$ cat src/rtl/bcdcal_pkg.sv
package bcdcal_pkg;

    localparam int WORD_W = 12;
    localparam int SEC_W  = 6;
    localparam int MIN_W  = 6;
    localparam int HOUR_W = 5;
    localparam int WDAY_W = 3;
    localparam int MDAY_W = 5;
    localparam int MON_W  = 4;
    localparam int YEAR_W = 10;

    localparam logic [7:0] OFS_CTRL = 8'h40;
    localparam logic [7:0] OFS_SEC  = 8'h70;
    localparam logic [7:0] OFS_MIN  = 8'h74;
    localparam logic [7:0] OFS_HOUR = 8'h78;
    localparam logic [7:0] OFS_MDAY = 8'h7C;
    localparam logic [7:0] OFS_WDAY = 8'h80;
    localparam logic [7:0] OFS_MON  = 8'h84;
    localparam logic [7:0] OFS_YEAR = 8'h88;

    typedef struct packed {
        logic [YEAR_W-1:0] year;
        logic [MON_W-1:0]  mon;
        logic [MDAY_W-1:0] mday;
        logic [WDAY_W-1:0] wday;
        logic [HOUR_W-1:0] hour;
        logic [MIN_W-1:0]  min;
        logic [SEC_W-1:0]  sec;
    } cal_t;

    typedef enum logic [2:0] {
        F_NONE, F_SEC, F_MIN, F_HOUR, F_MDAY, F_WDAY, F_MON, F_YEAR
    } field_e;

    function automatic logic [6:0] bcd_to_bin(input logic [7:0] b);
        return 7'(b[7:4]) * 7'd10 + 7'(b[3:0]);
    endfunction

    function automatic logic [7:0] bin_to_bcd(input logic [6:0] v);
        int t;
        t = int'(v) % 100;
        return {4'(t / 10), 4'(t % 10)};
    endfunction

    function automatic logic [YEAR_W-1:0] year_from_bcd(input logic [11:0] w);
        int v;
        v = int'(bcd_to_bin(w[7:0])) + 100 * int'(w[11:8]);
        return YEAR_W'(v);
    endfunction

    function automatic logic [11:0] year_to_bcd(input logic [YEAR_W-1:0] y);
        int yy;
        yy = int'(y);
        return {4'((yy / 100) % 10), bin_to_bcd(7'(yy % 100))};
    endfunction

    function automatic logic is_leap(input logic [YEAR_W-1:0] y);
        int full;
        full = int'(y) + 1900;
        return (full % 4 == 0) && ((full % 100 != 0) || (full % 400 == 0));
    endfunction

    function automatic logic [MDAY_W-1:0] days_in_month(input logic [MON_W-1:0] m,
                                                        input logic [YEAR_W-1:0] y);
        case (m)
            4'd2:                      return is_leap(y) ? 5'd29 : 5'd28;
            4'd4, 4'd6, 4'd9, 4'd11:   return 5'd30;
            default:                   return 5'd31;
        endcase
    endfunction

endpackage

$ cat src/rtl/bcdcal_divider.sv
module bcdcal_divider #(
    parameter int DIV_COUNT = 32768
) (
    input  logic clk,
    input  logic rst,
    input  logic run,
    input  logic restart,
    input  logic base_en,
    output logic tick,
    output logic strobe
);
    localparam int CW = (DIV_COUNT > 2) ? $clog2(DIV_COUNT) : 1;
    localparam logic [CW-1:0] LAST = CW'(DIV_COUNT - 1);

    logic [CW-1:0] cnt;

    assign tick = run && base_en && (cnt == LAST);

    always_ff @(posedge clk) begin
        if (rst) begin
            cnt    <= '0;
            strobe <= 1'b0;
        end else begin
            strobe <= tick;
            if (restart)
                cnt <= '0;
            else if (run && base_en)
                cnt <= tick ? '0 : cnt + 1'b1;
        end
    end

    // a start request empties the divider
    p_restart_clears_r3: assert property (@(posedge clk) disable iff (rst)
        restart |=> (cnt == '0));

    // a stopped clock holds the divider count
    p_hold_stopped_r2: assert property (@(posedge clk) disable iff (rst)
        (!run && !restart) |=> $stable(cnt));

endmodule

$ cat src/rtl/bcdcal_counter.sv
module bcdcal_counter
    import bcdcal_pkg::*;
(
    input  logic              clk,
    input  logic              rst,
    input  logic              tick,
    input  field_e            wr_field,
    input  logic [YEAR_W-1:0] wr_bin,
    output cal_t              now
);
    cal_t nxt;
    logic [MDAY_W-1:0] dim;

    assign dim = days_in_month(now.mon, now.year);

    always_comb begin
        nxt = now;
        if (tick) begin
            if (now.sec >= SEC_W'(59)) begin
                nxt.sec = '0;
                if (now.min >= MIN_W'(59)) begin
                    nxt.min = '0;
                    if (now.hour >= HOUR_W'(23)) begin
                        nxt.hour = '0;
                        nxt.wday = (now.wday >= WDAY_W'(6)) ? '0 : now.wday + 1'b1;
                        if (now.mday >= dim) begin
                            nxt.mday = MDAY_W'(1);
                            if (now.mon >= MON_W'(12)) begin
                                nxt.mon  = MON_W'(1);
                                nxt.year = (now.year >= YEAR_W'(999)) ? '0 : now.year + 1'b1;
                            end else begin
                                nxt.mon = now.mon + 1'b1;
                            end
                        end else begin
                            nxt.mday = now.mday + 1'b1;
                        end
                    end else begin
                        nxt.hour = now.hour + 1'b1;
                    end
                end else begin
                    nxt.min = now.min + 1'b1;
                end
            end else begin
                nxt.sec = now.sec + 1'b1;
            end
        end
        case (wr_field)
            F_SEC:   nxt.sec  = SEC_W'(wr_bin);
            F_MIN:   nxt.min  = MIN_W'(wr_bin);
            F_HOUR:  nxt.hour = HOUR_W'(wr_bin);
            F_MDAY:  nxt.mday = MDAY_W'(wr_bin);
            F_WDAY:  nxt.wday = WDAY_W'(wr_bin);
            F_MON:   nxt.mon  = MON_W'(wr_bin);
            F_YEAR:  nxt.year = wr_bin;
            default: ;
        endcase
    end

    always_ff @(posedge clk) begin
        if (rst) begin
            now      <= '0;
            now.mday <= MDAY_W'(1);
            now.mon  <= MON_W'(1);
        end else begin
            now <= nxt;
        end
    end

    // seconds wrap to zero on an undisturbed advance
    p_sec_wrap_r7: assert property (@(posedge clk) disable iff (rst)
        (tick && wr_field == F_NONE && now.sec == SEC_W'(59)) |=> (now.sec == '0));

    // day of week wraps from 6 to 0 at midnight
    p_wday_wrap_r8: assert property (@(posedge clk) disable iff (rst)
        (tick && wr_field == F_NONE && now.sec == SEC_W'(59) && now.min == MIN_W'(59) &&
         now.hour == HOUR_W'(23) && now.wday == WDAY_W'(6)) |=> (now.wday == '0));

    // a year 2000 February reaches day 29
    p_leap_2000_r10: assert property (@(posedge clk) disable iff (rst)
        (tick && wr_field == F_NONE && now.sec == SEC_W'(59) && now.min == MIN_W'(59) &&
         now.hour == HOUR_W'(23) && now.mon == MON_W'(2) && now.mday == MDAY_W'(28) &&
         now.year == YEAR_W'(100)) |=> (now.mday == MDAY_W'(29)));

endmodule

$ cat src/rtl/bcdcal_regs.sv
module bcdcal_regs
    import bcdcal_pkg::*;
#(
    parameter int ADDR_W = 8
) (
    input  logic              clk,
    input  logic              rst,
    input  logic              wr_en,
    input  logic              rd_en,
    input  logic [ADDR_W-1:0] addr,
    input  logic [WORD_W-1:0] wdata,
    input  cal_t              now,
    output logic              run,
    output logic              restart,
    output field_e            wr_field,
    output logic [YEAR_W-1:0] wr_bin,
    output logic [WORD_W-1:0] rdata
);
    field_e sel;
    logic is_ctrl;
    logic [WORD_W-1:0] rd_word;

    always_comb begin
        sel     = F_NONE;
        is_ctrl = 1'b0;
        case (addr)
            ADDR_W'(OFS_CTRL): is_ctrl = 1'b1;
            ADDR_W'(OFS_SEC):  sel = F_SEC;
            ADDR_W'(OFS_MIN):  sel = F_MIN;
            ADDR_W'(OFS_HOUR): sel = F_HOUR;
            ADDR_W'(OFS_MDAY): sel = F_MDAY;
            ADDR_W'(OFS_WDAY): sel = F_WDAY;
            ADDR_W'(OFS_MON):  sel = F_MON;
            ADDR_W'(OFS_YEAR): sel = F_YEAR;
            default: ;
        endcase
    end

    assign restart  = wr_en && is_ctrl && wdata[0] && !run;
    assign wr_field = (wr_en && run) ? sel : F_NONE;
    assign wr_bin   = (sel == F_YEAR) ? year_from_bcd(wdata) : YEAR_W'(bcd_to_bin(wdata[7:0]));

    always_comb begin
        rd_word = '0;
        case (sel)
            F_SEC:   rd_word[7:0] = bin_to_bcd(7'(now.sec));
            F_MIN:   rd_word[7:0] = bin_to_bcd(7'(now.min));
            F_HOUR:  rd_word[7:0] = bin_to_bcd(7'(now.hour));
            F_MDAY:  rd_word[7:0] = bin_to_bcd(7'(now.mday));
            F_WDAY:  rd_word[7:0] = bin_to_bcd(7'(now.wday));
            F_MON:   rd_word[7:0] = bin_to_bcd(7'(now.mon));
            F_YEAR:  rd_word      = year_to_bcd(now.year);
            default: rd_word[0]   = is_ctrl && run;
        endcase
    end

    always_ff @(posedge clk) begin
        if (rst) begin
            run   <= 1'b0;
            rdata <= '0;
        end else begin
            if (wr_en && is_ctrl)
                run <= wdata[0];
            if (rd_en)
                rdata <= rd_word;
        end
    end

    // no time field is touched while the clock is stopped
    p_locked_stopped_r5: assert property (@(posedge clk) disable iff (rst)
        (wr_en && !run) |-> (wr_field == F_NONE));

endmodule

$ cat src/rtl/bcdcal_top.sv
module bcdcal_top
    import bcdcal_pkg::*;
#(
    parameter int DIV_COUNT = 32768,
    parameter int ADDR_W    = 8
) (
    input  logic              clk,
    input  logic              rst,
    input  logic              base_en,
    input  logic              bus_wr,
    input  logic              bus_rd,
    input  logic [ADDR_W-1:0] bus_addr,
    input  logic [WORD_W-1:0] bus_wdata,
    output logic [WORD_W-1:0] bus_rdata,
    output logic              sec_strobe
);
    logic              run;
    logic              restart;
    logic              tick;
    field_e            wr_field;
    logic [YEAR_W-1:0] wr_bin;
    cal_t              now;

    bcdcal_divider #(.DIV_COUNT(DIV_COUNT)) u_div (
        .clk     (clk),
        .rst     (rst),
        .run     (run),
        .restart (restart),
        .base_en (base_en),
        .tick    (tick),
        .strobe  (sec_strobe)
    );

    bcdcal_regs #(.ADDR_W(ADDR_W)) u_regs (
        .clk      (clk),
        .rst      (rst),
        .wr_en    (bus_wr),
        .rd_en    (bus_rd),
        .addr     (bus_addr),
        .wdata    (bus_wdata),
        .now      (now),
        .run      (run),
        .restart  (restart),
        .wr_field (wr_field),
        .wr_bin   (wr_bin),
        .rdata    (bus_rdata)
    );

    bcdcal_counter u_cnt (
        .clk      (clk),
        .rst      (rst),
        .tick     (tick),
        .wr_field (wr_field),
        .wr_bin   (wr_bin),
        .now      (now)
    );

endmodule

$ cat config.mk
export PLATFORM = sky130hd
export DESIGN_NAME = bcdcal_top
export DESIGN_NICKNAME = d
export VERILOG_FILES = /design/src/rtl/bcdcal_pkg.sv /design/src/rtl/bcdcal_divider.sv /design/src/rtl/bcdcal_counter.sv /design/src/rtl/bcdcal_regs.sv /design/src/rtl/bcdcal_top.sv
export SDC_FILE = /design/constraint.sdc
export NUM_CORES = 1
export LEC_CHECK = 0
export BUFFER_PORTS_ARGS = -buffer_cell sky130_fd_sc_hd__clkbuf_2
export CAP_MARGIN = 10
export CORE_MARGIN = 2
export CORE_UTILIZATION = 50
export DETAILED_ROUTE_END_ITERATION = 6
export PLACE_DENSITY = 0.67
export SLEW_MARGIN = 20
export SYNTH_ARGS = -nofsm -noshare
export SYNTH_HDL_FRONTEND = slang
export SYNTH_SLANG_ARGS = --single-unit
$ cat constraint.sdc
create_clock -name clk -period 8.9 [get_ports clk]
set_input_delay 0.89 -clock clk [delete_from_list [all_inputs] [get_ports clk]]
set_output_delay 0.89 -clock clk [all_outputs]
set_load 0.02 [all_outputs]
==> results of run 1 <==
-- how the worst min path moves through the flow --
| stage | to | cells after the start | slack (ns) | startpoint |
|---|---|---|---|---|
| final | u_regs.rdata[11]$_SDFFE_PP0P_ | 2 | 0.45 | u_regs.rdata[11]$_SDFFE_PP0P_ |
| after CTS | u_regs.rdata[11]$_SDFFE_PP0P_ | 2 | 0.45 | u_regs.rdata[11]$_SDFFE_PP0P_ |
| after floorplan | u_div.cnt[4]$_SDFFE_PP0P_ | 2 | 0.47 | u_div.cnt[4]$_SDFFE_PP0P_ |
| after global placement | u_regs.rdata[11]$_SDFFE_PP0P_ | 2 | 0.44 | u_regs.rdata[11]$_SDFFE_PP0P_ |
| after detailed placement | u_regs.rdata[11]$_SDFFE_PP0P_ | 2 | 0.45 | u_regs.rdata[11]$_SDFFE_PP0P_ |
| after global routing | u_regs.rdata[9]$_SDFFE_PP0P_ | 2 | 0.50 | u_regs.rdata[9]$_SDFFE_PP0P_ |
-- final cells by class --
class	count	area, um2
fill	1798	8104
multi-input combinational	1107	7395
sequential	68	1361
timing repair buffer	55	317.8
tap	229	286.5
clock buffer	9	225.2
inverter	51	192.7
clock inverter	7	81.33
-- cells in the mapped netlist, drive strengths merged (18+ instances only) --
cell type | count | area share, %
and3 | 19 | 1.3
a211oi | 36 | 3.0
a31oi | 19 | 1.4
nor3 | 51 | 2.8
clkbuf | 52 | 2.1
xor2 | 18 | 1.7
a21oi | 88 | 4.8
nor2 | 156 | 6.4
mux2i | 21 | 2.3
dfxtp | 68 | 15
nand2 | 118 | 4.8
o21ai | 89 | 5.0
xnor2 | 46 | 4.5
ha | 69 | 9.4
nand3 | 69 | 3.9
inv | 49 | 2.0
-- cells by family after synthesis --
kind of cell / Yosys count
XOR/XNOR: 64
AND/OR/NAND/NOR: 526
flip-flops: 68
adder cells (fa/ha/maj): 77
AO/OA/AOI/OAI: 406
other: 1
multiplexers: 28
buffers and inverters: 118
-- through the flow --
stage	power, mW	std cells	hold slack [ns]	utilization (%)	worst slack [ns]
global placement	0.4700	1508	0.4424	52.80	0.3965
CTS	0.8543	1524	0.4544	54.50	0.1720
finish	0.8525	1526	0.4532	54.89	0.8249
global route	0.8842	1526	0.5012	54.89	0.07852
floorplan	0.4285	1293	0.4717	-	1.295
detailed placement	0.4717	1508	0.4454	52.80	0.2070
-- critical path: cells and delay by family (launching register included) --
family | cells | cell delay, ns
AOI/OAI and AO/OA | 13 | 3.32
xor gates and xnor gates | 1 | 0.22
adders and majority gates | 3 | 0.81
buffers and inverters | 2 | 0.32
DFF | 1 | 0.31
and+or+nand+nor | 16 | 2.98
-- layer usage --
metal | vias up | track usage [%]
li1 | 4824 | -
met1 | 4526 | 35.44
met2 | 306 | 43.99
met3 | 39 | 3.648
met4 | 0 | 7.337
met5 | - | 0
-- power breakdown --
part / switching, mW / internal, mW / total [mW]
registers: 0.000182 / 0.304 / 0.305
logic: 0.101 / 0.0620 / 0.163
clock network: 0.163 / 0.221 / 0.384
total: 0.265 / 0.588 / 0.852
-- flip-flops by register name, summed over array words and instances (netlist names) --
| register | flops |
|---|---|
| u_cnt.now | 39 |
| u_div.cnt | 15 |
| u_regs.rdata | 12 |
| u_div.strobe | 1 |
| u_regs.run | 1 |
-- what timing repair did --
| item | CTS | global route |
|---|---|---|
| setup buffers | 0 | 1 |
| endpoints found under the setup margin | 0 | 11 |
| gates resized for setup | 0 | 8 |
==> run summary, run 1 <==
count of different cell masters after synthesis -> 113
total setup violations reported at the end of the flow -> 0
maximum number of pins on one net before global-route repair -> 51
routed len/inst -> 16.99 um
highest-count cells in the layout ignoring fill and taps -> nor2_1 (154), nand2_1 (118), a21oi_1 (87)
maximum count of clock buffers along a single path -> 2
port bufs -> 37
RSZ-0062 raised after global routing -> no
post-synthesis sequential element count -> 68
clock transition time at the flip-flop clock pins of the worst setup and hold paths -> 0.06 ns
Post-DRT Antenna Nets -> 0
result of the run -> completed
insertion delay to the later sink of the worst-skew pair -> 0.35 ns
Vias per Instance -> 6.353
estimated wirelength of the detail-placed design -> 19100 um
Data required, critical path -> 9.16 ns
synthesized area per cell -> 7.109 um2
sum of routed wire length over all layers -> 25930 um
worst vdd rail ir drop -> 0.09614 mV
portion of netlist area occupied by mux cells -> 3.280%
row cnt -> 49
main combinational cell family by area after synthesis -> compound AO/OA/AOI/OAI gates
ys flop type -> dfxtp_1
y dimension of the die -> 139.3 um
slowest cell delay on critical path -> 0.42 ns
startpoint-to-endpoint class of the critical path -> reg -> reg
max-cap check violation count -> 0
Fin Clk Skew -> 0.01065 ns
total length of routed met2 wires -> 12060 um
start point of the critical path -> u_cnt.now[32]$_SDFFE_PP0P_
basic-gate share of the synthesized area counting and, or, nand and nor cells -> 28.18%
H-tree levels -> 3
Post-Syn Instances -> 1288
Post-Route Setup TNS -> 0 ns
DRT iter0 DRCs -> 973
leading cell type in the layout, fill and taps excluded -> nor2_1
Slew Limit Fails -> 0
R2R Path End -> u_cnt.now[33]$_SDFFE_PP0P_
first-pass GRT wire length -> 43220 um
final instance area -> 9859 um2
total of hold buffers inserted after clock tree synthesis -> 0
Met3 Routed Length -> 1555 um
maximum fanout along the worst path -> 17
instance area after placement -> 9484 um2
ratio of final minimum period to clock period -> 90.73%
Post-Synth Adder-Cell Area -> 10.74%
Initial DRT Pass Iterations -> 7
power density relative to cell area -> 86.46 nW/um2
Total Die Area -> 19410 um2
minimum period implied by the final worst setup slack -> 8.075 ns
width of the chip -> 139.3 um
clock sinks -> 68
worst reg2reg path startpoint -> u_cnt.now[32]$_SDFFE_PP0P_
proportion of layout cells with a drive suffix above 1 -> 9.792%
number of enable flip-flop cells after synthesis -> 0
share of async-settable or async-resettable flops after synthesis -> 0%
Area growth, synth to finish -> 7.680%
netlist area before placement -> 9156 um2
vias in the first global route -> 8735
aggregate global-route resource usage -> 26.28%
routed metal-1 wire length -> 11760 um
placeable core region -> 17960 um2
Data arrival, critical path -> 8.33 ns
endpoint kind of the worst setup timing path -> flip-flop
startpoint class of the critical path -> flip-flop
Remaining DRCs -> 0
top routing layer used -> met4
worst-case reg-to-reg path depth -> 35
Leak Pwr -> 3.684 nW
highest achievable clock rate -> 0.1238 GHz
worst rel slew slack -> 20.80%
placer's final routability congestion estimate -> 0.9200
final-report hold violation count -> 0
register-to-register path setup slack -> 0.82 ns
slowest cell on the critical path -> o311ai_4
num ports -> 38
cell at the root of the clock tree -> clkbuf_16
critical path capture point -> u_cnt.now[33]$_SDFFE_PP0P_
starting density of the core -> 50.97%
worst min-delay path class -> reg -> reg
Least-Margin Pin Slew -> 1.179 ns
post-synthesis share of cell area spent on xor and xnor gates -> 6.204%
total number of nets in the final design -> 1390
Yosys warning count -> 0
sequential cell area fraction in the yosys report -> 14.87%
antenna diode count -> 0
total via count after detailed routing -> 9695
CTS tree -> yes
total congestion overflow after global routing -> 0
number of antenna violations at the first check in global routing -> 0
CTS Buf Count -> 9
fraction of the mapped netlist area in compound gates -> 31.50%
Note: power is estimated with default switching activity, not from simulation.
==> run 2: changes to the inputs <==
Settings changed: SYNTH_HIERARCHICAL from default to 1.
==> run 2 against run 1 <==
The run now ends with DRC left. Total power down 1.7%. Critical path depth down 7. Sequential share of layout area up 0.12 points. Maximum frequency up 1.8%. Die area up 0.21%. Sequential cell count unchanged. Design area down 0.85%. Routed wire length down 0.84%. Critical path type unchanged. Largest cell class unchanged.
==> run summary, run 2 <==
Post-DRT Antenna Nets -> 0
DRT iter0 DRCs -> 873
startpoint-to-endpoint class of the critical path -> reg -> reg
most common cell in the netlist -> nor2_1
result of the run -> finished with violations
worst rel slew slack -> 33.87%
Initial DRT Pass Iterations -> 7
cell family contributing the most delay on the critical path -> compound AO/OA/AOI/OAI gates
main combinational cell family by area after synthesis -> compound AO/OA/AOI/OAI gates
slowest cell on the critical path -> dfxtp_1
width of the chip -> 139.5 um
total number of nets in the final design -> 1365
total instance count after detailed placement -> 1497
commonest cells in the synthesized netlist -> nor2_1 (139), nand2_1 (128), o21ai_0 (91)
Fin Clk Skew -> 0.006777 ns
cell at the root of the clock tree -> clkbuf_16
Least-Margin Pin Slew -> 0.9906 ns
count of different cell masters after synthesis -> 120
synthesized area per cell -> 7.214 um2
maximum number of pins on one net before global-route repair -> 56
failing checks -> DRC
Total Die Area -> 19450 um2
Regs by FF count -> u_cnt/now: 39 flops, u_div/cnt: 15 flops, u_regs/rdata: 12 flops
Cell Count, Final, Fillers Out -> 1513
Data required, critical path -> 9.20 ns
worst vdd rail ir drop -> 0.1065 mV
number of enable flip-flop cells after synthesis -> 0
vias in the first global route -> 8730
fraction of the mapped netlist area in compound gates -> 35.30%
y dimension of the die -> 139.5 um
power density relative to cell area -> 85.68 nW/um2
routed len/inst -> 17.00 um
clock share of power -> 44.3%
total congestion overflow after global routing -> 0
netlist area before placement -> 9176 um2
Post-Syn Instances -> 1272
RSZ-0062 raised after global routing -> no
basic-gate share of the synthesized area counting and, or, nand and nor cells -> 27.90%
sum of routed wire length over all layers -> 25720 um
number of post-CTS setup repair buffers -> 0
sum of internal, switching and leakage power -> 0.8375 mW
Data arrival, critical path -> 8.23 ns
number of antenna violations at the first check in global routing -> 0
Leak Pwr -> 3.563 nW
Post-Synth Adder-Cell Area -> 8.986%
Yosys warning count -> 6
CTS Buf Count -> 9
maximum fanout along the worst path -> 29
Reg power frac -> 36.4%
Vias per Instance -> 6.488
sequential cell area fraction in the yosys report -> 14.84%
max FFs per register -> 39
cell repeated most along the worst path -> ha_1
post-synthesis share of cell area spent on xor and xnor gates -> 5.686%
Post-Route Setup TNS -> 0 ns
Area growth, synth to finish -> 6.531%
endpoint kind of the worst setup timing path -> flip-flop
share of async-settable or async-resettable flops after synthesis -> 0%
aggregate global-route resource usage -> 26.26%
most area-consuming cells after synthesis -> dfxtp_1 (15%), ha_1 (7.8%), nor2_1 (5.7%), nand2_1 (5.2%), o21ai_0 (5.0%)
total of hold buffers inserted after clock tree synthesis -> 0
max-cap check violation count -> 0
clock transition time at the flip-flop clock pins of the worst setup and hold paths -> 0.06 ns
share of the synthesized area in the top cell type -> 14.84%
highest achievable clock rate -> 0.1261 GHz
clock sinks -> 68
port bufs -> 37
Remaining DRCs -> 4
switching power of the nets -> 0.2509 mW
CTS tree -> yes
worst hold slack -> 0.4583 ns
quantity of gates resized following cts -> 0
total via count after detailed routing -> 9816
ratio of final minimum period to clock period -> 89.13%
proportion of layout cells with a drive suffix above 1 -> 11.45%
final-report hold violation count -> 0
ys flop type -> dfxtp_1
register with the most flip-flops -> u_cnt/now
post-synthesis sequential element count -> 68
total buffers and inverters traversed by the critical path -> 3
insertion delay to the later sink of the worst-skew pair -> 0.35 ns
first-pass GRT wire length -> 43300 um
Slew Limit Fails -> 0
estimated wirelength of the detail-placed design -> 18520 um
starting density of the core -> 51.08%
layout filler cell count -> 1699
placer's final routability congestion estimate -> 0.9402
row cnt -> 49
Int Power -> 0.5867 mW
highest-count cells in the layout ignoring fill and taps -> nor2_1 (139), nand2_1 (128), o21ai_0 (91)
antenna diode count -> 0
num ports -> 38
leading cell type in the layout, fill and taps excluded -> nor2_1
portion of netlist area occupied by mux cells -> 1.827%
placeable core region -> 17960 um2
H-tree levels -> 3
startpoint class of the critical path -> flip-flop
switching share of power -> 29.95%
total setup violations reported at the end of the flow -> 0
slowest cell delay on critical path -> 0.97 ns
minimum period implied by the final worst setup slack -> 7.933 ns
largest area contributor in the netlist -> dfxtp_1
combinational share of power -> 19.3%
worst min-delay path class -> reg -> reg
maximum count of clock buffers along a single path -> 2
==> run 2: changes by cell type in the layout (fill, tap and decap cells not counted), moves of 11 or more <==
cell / delta
inv_1: +11
nor3_1: -11
nor2_1: -15
ha_1: -12
nand3_1: -11
a211oi_1: -13
o211ai_1: +15
==> run 2: tightest hold or removal path, cell delays in order (launching register included) <==
cell     delay [ns]
dfxtp_1        0.31
nand2_1        0.06
a21oi_1        0.05
==> run 2: cell families (layout without fill, tap and decap cells) <==
logic type,Yosys count,in the layout
muxes,16,16
adders and majority gates,64,64
AOI/OAI and AO/OA,447,447
xor gates and xnor gates,55,55
and+or+nand+nor,504,504
other,1,6
buffers and inverters,117,124
DFF,68,68
==> run 2: layout make-up <==
cell class	instances	area (um2)	area share (%)
Multi-Input combinational cell	1092	7336	75.04
Sequential cell	68	1361	13.93
Tap cell	229	286.5	2.931
Timing Repair Buffer	48	267.8	2.739
Clock buffer	9	225.2	2.304
Inverter	60	225.2	2.304
Clock inverter	7	73.82	0.7552
==> run 2: routing by layer <==
metal	vias to the layer above	wire, um	part of all wire, %	global-route usage [%]
met5	-	0	0	0
met4	0	537	2.1	8.081
met3	43	1806	7.0	3.648
met2	368	11410	44	41.49
met1	4564	11960	47	37.11
li1	4841	-	-	-
==> run 2: worst paths after layout <==
| path | from | end | slack (ns) | depth (start not counted) |
|---|---|---|---|---|
| max | u_cnt/now[37]$_SDFFE_PP0P_ | u_regs/rdata[3]$_SDFFE_PP0P_ | 0.97 | 28 |
| min | u_regs/rdata[8]$_SDFFE_PP0P_ | u_regs/rdata[8]$_SDFFE_PP0P_ | 0.46 | 2 |
| min reg2reg | u_regs/rdata[8]$_SDFFE_PP0P_ | u_regs/rdata[8]$_SDFFE_PP0P_ | 0.46 | 2 |
| max reg2reg | u_cnt/now[37]$_SDFFE_PP0P_ | u_regs/rdata[3]$_SDFFE_PP0P_ | 0.97 | 28 |
==> run 2: power by group through the flow <==
stage / Combinational (mW) / Clock (mW) / Sequential (mW)
global placement: 0.156 / 0 / 0.312
finish: 0.162 / 0.371 / 0.305
floorplan: 0.117 / 0 / 0.312
detailed placement: 0.159 / 0 / 0.312
CTS: 0.160 / 0.381 / 0.305
global route: 0.180 / 0.390 / 0.305
==> run 2: metrics by stage <==
step,setup WS [ns],cell area [um2],util [%]
3_5_place_dp,1.119,9477,52.75
6_report,0.9673,9776,54.42
3_3_place_gp,1.313,9477,52.75
4_1_cts,1.094,9776,54.42
2_1_floorplan,2.369,9195,-
5_1_grt,0.3697,9776,54.42
